**config.mk**
```make
export PLATFORM = sky130hd
export DESIGN_NAME = vec_loop_seq
export DESIGN_NICKNAME = d
export VERILOG_FILES = /design/src/rtl/vec_loop_seq.sv
export SDC_FILE = /design/constraint.sdc
export NUM_CORES = 1
export LEC_CHECK = 0
export BUFFER_PORTS_ARGS = -buffer_cell sky130_fd_sc_hd__buf_2
export CAP_MARGIN = 20
export CORE_ASPECT_RATIO = 1.4
export CORE_MARGIN = 2
export CORE_UTILIZATION = 55
export DETAILED_ROUTE_END_ITERATION = 16
export MAX_ROUTING_LAYER = met4
export PLACE_DENSITY = 0.81
export SLEW_MARGIN = 20
export SYNTH_ARGS = -nofsm -noshare
export SYNTH_HDL_FRONTEND = slang
export SYNTH_SLANG_ARGS = --single-unit
```
**constraint.sdc**
```tcl
create_clock -name clk -period 2.45 [get_ports clk]
set_clock_uncertainty 0.2 [all_clocks]
set_input_delay 0.1225 -clock clk [delete_from_list [all_inputs] [get_ports clk]]
set_output_delay 0.1225 -clock clk [all_outputs]
set_load 0.005 [all_outputs]
```
**src/rtl/vec_loop_seq.sv**
```systemverilog
module vec_loop_seq #(
  parameter int VL_W  = 7,
  parameter int REG_W = 7,
  parameter int NOPS  = 3
) (
  input  logic                  clk,
  input  logic                  rst_n,
  input  logic                  start,
  input  logic [VL_W-1:0]       vl,
  input  logic [NOPS-1:0]       op_scalar,
  input  logic                  map_reduce,
  input  logic                  reverse,
  input  logic [NOPS*REG_W-1:0] base,
  input  logic                  rdy,
  output logic                  busy,
  output logic [VL_W-1:0]       elem_idx,
  output logic [NOPS*REG_W-1:0] reg_idx,
  output logic                  done
);
  localparam logic [VL_W-1:0] ONE = VL_W'(1);

  logic                  busy_q, done_q, rev_q;
  logic [VL_W-1:0]       idx_q, left_q;
  logic [NOPS-1:0]       sca_q;
  logic [NOPS*REG_W-1:0] base_q;
  logic                  last;

  assign last     = (left_q == ONE);
  assign busy     = busy_q;
  assign done     = done_q;
  assign elem_idx = idx_q;

  always_ff @(posedge clk) begin
    if (!rst_n) begin
      busy_q <= 1'b0;
      done_q <= 1'b0;
      rev_q  <= 1'b0;
      idx_q  <= '0;
      left_q <= '0;
      sca_q  <= '0;
      base_q <= '0;
    end else begin
      done_q <= 1'b0;
      if (!busy_q) begin
        if (start) begin
          rev_q  <= reverse;
          sca_q  <= op_scalar;
          base_q <= base;
          if (vl == '0) begin
            done_q <= 1'b1;
          end else begin
            busy_q <= 1'b1;
            idx_q  <= reverse ? vl - ONE : '0;
            left_q <= (op_scalar[0] && !map_reduce) ? ONE : vl;
          end
        end
      end else if (rdy) begin
        if (last) begin
          busy_q <= 1'b0;
          done_q <= 1'b1;
        end else begin
          idx_q  <= rev_q ? idx_q - ONE : idx_q + ONE;
          left_q <= left_q - ONE;
        end
      end
    end
  end

  for (genvar k = 0; k < NOPS; k++) begin : g_op
    logic [REG_W-1:0] b;
    assign b = base_q[k*REG_W +: REG_W];
    assign reg_idx[k*REG_W +: REG_W] = sca_q[k] ? b : b + REG_W'(idx_q);

    p_scalar_fixed_r8: assert property (@(posedge clk) disable iff (!rst_n)
      busy_q && $past(busy_q) && sca_q[k] |-> reg_idx[k*REG_W +: REG_W] == $past(reg_idx[k*REG_W +: REG_W]));
  end

  p_fwd_step_r2: assert property (@(posedge clk) disable iff (!rst_n)
    busy_q && rdy && !last && !rev_q |=> elem_idx == $past(elem_idx) + ONE);
  p_rev_step_r4: assert property (@(posedge clk) disable iff (!rst_n)
    busy_q && rdy && !last && rev_q |=> elem_idx == $past(elem_idx) - ONE);
  p_stall_hold_r3: assert property (@(posedge clk) disable iff (!rst_n)
    busy_q && !rdy |=> busy_q && $stable(elem_idx) && $stable(reg_idx));
  p_done_idle_r9: assert property (@(posedge clk) disable iff (!rst_n)
    done_q |-> !busy_q);
  p_finish_r9: assert property (@(posedge clk) disable iff (!rst_n)
    busy_q && rdy && last |=> done_q && !busy_q);
  p_zero_len_r7: assert property (@(posedge clk) disable iff (!rst_n)
    !busy_q && start && vl == '0 |=> done_q && !busy_q);
  p_start_busy_r10: assert property (@(posedge clk) disable iff (!rst_n)
    busy_q && start && !rdy |=> $stable(reg_idx) && $stable(elem_idx));
endmodule

```
==> impl_metrics.csv <==
group,metric,value,unit
sta,setup_violations,1,
synthesis,synth_top_area_share,26.53,%
power,pwr-share-comb,34.5,%
floorplanning,ios,67,
power,p_int,1.392,mW
synthesis,ys_warn_count,0,
synthesis,ys_seq_area_share,26.53,%
routing,routed_wl,8906,um
routing,viasPerCell,5.971,
sta,max_slew_margin,49.17,%
routing,wl_per_cell,15.93,um
grt,grt_pass1_vias,3208,
outcome,violations,"setup timing",
sta,fmaxAchievable,405.3,MHz
floorplanning,die_w,67.39,um
sta,drv_slew,0,
final_layout,area_delta_synth_final,32.47,%
synthesis,synthAdderAreaFrac,13.51,%
power,powerDensity,510.4,nW/um^2
placed_design,dp_slack,133.8,ps
critical_path,critPathMaxStageDelay,580,ps
sta,min_period,2467,ps
routing,ant_nets,0,
placed_design,gp_congestion,0.9321,
synthesis,synthTopCellsByArea,"dfxtp_1, ha_1, nand2_1, a21oi_1, xnor2_1",
synthesis,ys_seq_elements,41,
cts,insertion_delay,300,ps
critical_path,cp.required,2130,ps
floorplanning,start_util,56.41,%
critical_path,cpMaxStageDelayCell,"dfxtp_1",
cts,cts_buffers,5,
outcome,status,"complete, but fails checks",
synthesis,synth_most_common_cell,"nand2_1",
power,p_sw_share,33.44,%
power,peakVddDrop,0.3742,mV
placed_design,place_area,3487,um^2
worst_hold_path,hold_path.class,"input pin to register",
routing,vias,3338,
synthesis,synthFlopType,"dfxtp_1",
final_layout,num-fill-cells,387,
sta,timing.final.ws_setup,-17.05,ps
final_layout,multi_input_area,2297,um^2
cts,numClockSinks,41,
sta,rsz0062_at_grt,"yes",
critical_path,cp-end-kind,"output pin",
synthesis,synth-simple-area-share,24.34,%
grt,grt_usage,29.46,%
final_layout,nets,558,
synthesis,synth_top_area_cell,"dfxtp_1",
sta,min_period_over_period,100.7,%
routing,drt_iter0_markers,197,
critical_path,rrSetupSlack,280,ps
run,drv_cap,0,
synthesis,synth_compound_area_share,24.14,%
critical_path,cp.arrival,2140,ps
cts,cts_root_buffer,"clkbuf_8",
synthesis,synth_edf_count,0,
sta,tightest_slew,761.3,ps
cts,cts_tree,"yes",
grt,globalRouteOverflowTotal,0,
final_layout,utilization,74.73,%
final_layout,antenna_cells,0,
synthesis,syn_nets,458,
synthesis,muxShareOfSynthArea,2.184,%
synthesis,synth_common_cells,"nand2_1, a21oi_1, dfxtp_1",
final_layout,drive_gt1_share,29.74,%
synthesis,synthArstFlopShare,0,%
grt,grt_start_max_net_pins,38,
power,p_switching,0.6996,mW
power,power_leakage,1.777,nW
placed_design,dp.final_hpwl,5642,um
floorplanning,core,5485,um^2
cts,clk_path_buf_depth,2,
synthesis,synthXorXnorAreaFrac,5.095,%
power,p_clk_share,27.7,%
critical_path,startpoint_type,"register",
routing,drc,0,
placed_design,port_buffers,66,
critical_path,path_max_fanout,6,
synthesis,syn_inst,390,
grt,grt_antenna_before_repair,0,
floorplanning,die_h,92.75,um
critical_path,crit_chain,"ha_1 -> nand2_1 -> o21ai_2 -> nor4_2 -> a311oi_2 -> xnor2_1 -> buf_2",
floorplanning,die-area,6250,um^2
critical_path,crit_type,"register to output pin",
floorplanning,num_rows,32,
routing,drt_pass1_iterations,5,
synthesis,synth.cell_area,3094,um^2
sta,hold_viol,0,
grt,grt_pass1_wl,13860,um
synthesis,postSynthAreaPerCell,7.934,um^2
cts,htreeDepth,2,
cts,clkTransAtPathRegs,80,ps
power,seq_power_share,37.8,%
synthesis,synth_cell_types,55,
final_layout,final_area,4099,um^2
synthesis,synth_top_family_by_area,"simple AND/OR/NAND/NOR gates",
final_layout,register_area,824.5,um^2
## cell usage in the layout (no fill, tap or decap), types with 4 or more instances in the layout
cell type / synthesis / final
a21o_1: 8 / 8
a21oi_1: 43 / 37
a21oi_2: 5 / 10
a221oi_1: 4 / 4
buf_2: 1 / 66
buf_4: 0 / 12
clkbuf_8: 0 / 6
dfxtp_1: 41 / 38
dlygate4sd3_1: 0 / 31
ha_1: 27 / 21
inv_1: 11 / 11
mux2_2: 6 / 6
nand2_1: 80 / 80
nand2b_1: 5 / 5
nand3_1: 12 / 9
nor2_1: 18 / 18
nor2b_1: 11 / 10
nor3_1: 9 / 9
nor3b_1: 4 / 4
o21ai_0: 14 / 11
o21ai_2: 4 / 7
o31ai_1: 4 / 4
xnor2_1: 12 / 12
xor2_1: 6 / 6
## path summary, 6_finish.rpt
kind | start | end | cells after the start
setup / recovery | elem_idx[3] | reg_idx[6] | 7
hold / removal | vl[6] | left_q[6] | 4
setup reg to reg | elem_idx[0] | elem_idx[6] | 8
hold reg to reg | base_q[18] | base_q[18] | 2
## per-layer routing
metal  track usage [%]  part of all wire [%]
met3             4.860                   5.3
met1             30.87                    39
met2             50.17                    51
met5                 -                     0
met4             18.03                   4.7
## flip-flops by register name (all words and copies together), names as in the netlist
name / count
rev_q: 1
sca_q: 3
base_q: 21
busy: 1
done: 1
elem_idx: 7
left_q: 7
## cell type report
type | count | area share (%)
Inverter | 12 | 1.099
Clock buffer | 7 | 2.106
Clock inverter | 1 | 0.7326
Multi-Input combinational cell | 321 | 56.04
Tap cell | 68 | 2.076
Timing Repair Buffer | 109 | 17.83
Sequential cell | 41 | 20.12
## power by group through the flow
stage	sequential (mW)	clock [mW]	combinational (mW)
2_1_floorplan	0.779	0	0.435
3_3_place_gp	0.797	0	0.606
3_5_place_dp	0.799	0	0.624
4_1_cts	0.784	0.586	0.681
5_1_grt	0.796	0.614	0.792
6_report	0.791	0.580	0.721
## critical path: cells and delay by family, from the launching register on
kind / cells / cell delay (ps)
buffers and inverters: 1 / 180
DFF: 1 / 580
AOI/OAI and AO/OA: 2 / 420
adders and majority gates: 1 / 320
xor gates and xnor gates: 1 / 180
and+or+nand+nor: 2 / 150
## through the flow
step / std cells / setup TNS, ps / hold WS, ps / power [mW]
final: 559 / -17.05 / 66.27 / 2.092
after global routing: 559 / -279.4 / 102.2 / 2.202
after CTS: 558 / 0 / 54.05 / 2.051
after detailed placement: 516 / 0 / 145.1 / 1.423
after global placement: 516 / 0 / 136.8 / 1.403
after floorplan: 390 / 0 / 19.11 / 1.213
## cells by family after synthesis
logic type,after synthesis
compound gates,110
xor+xnor,18
fa+ha+maj,31
buf+inv,28
flops,41
mux,6
simple gates,156
## timing repair
action / in CTS / in global routing
pin swaps: 9 / 3
endpoints found under the setup margin: 6 / 7
hold buffers: 31 / 1
resized for setup: 18 / 18
hold endpoints to repair: 37 / 1
buffers inserted: 3 / 1
(Power assumes the default switching activity.)
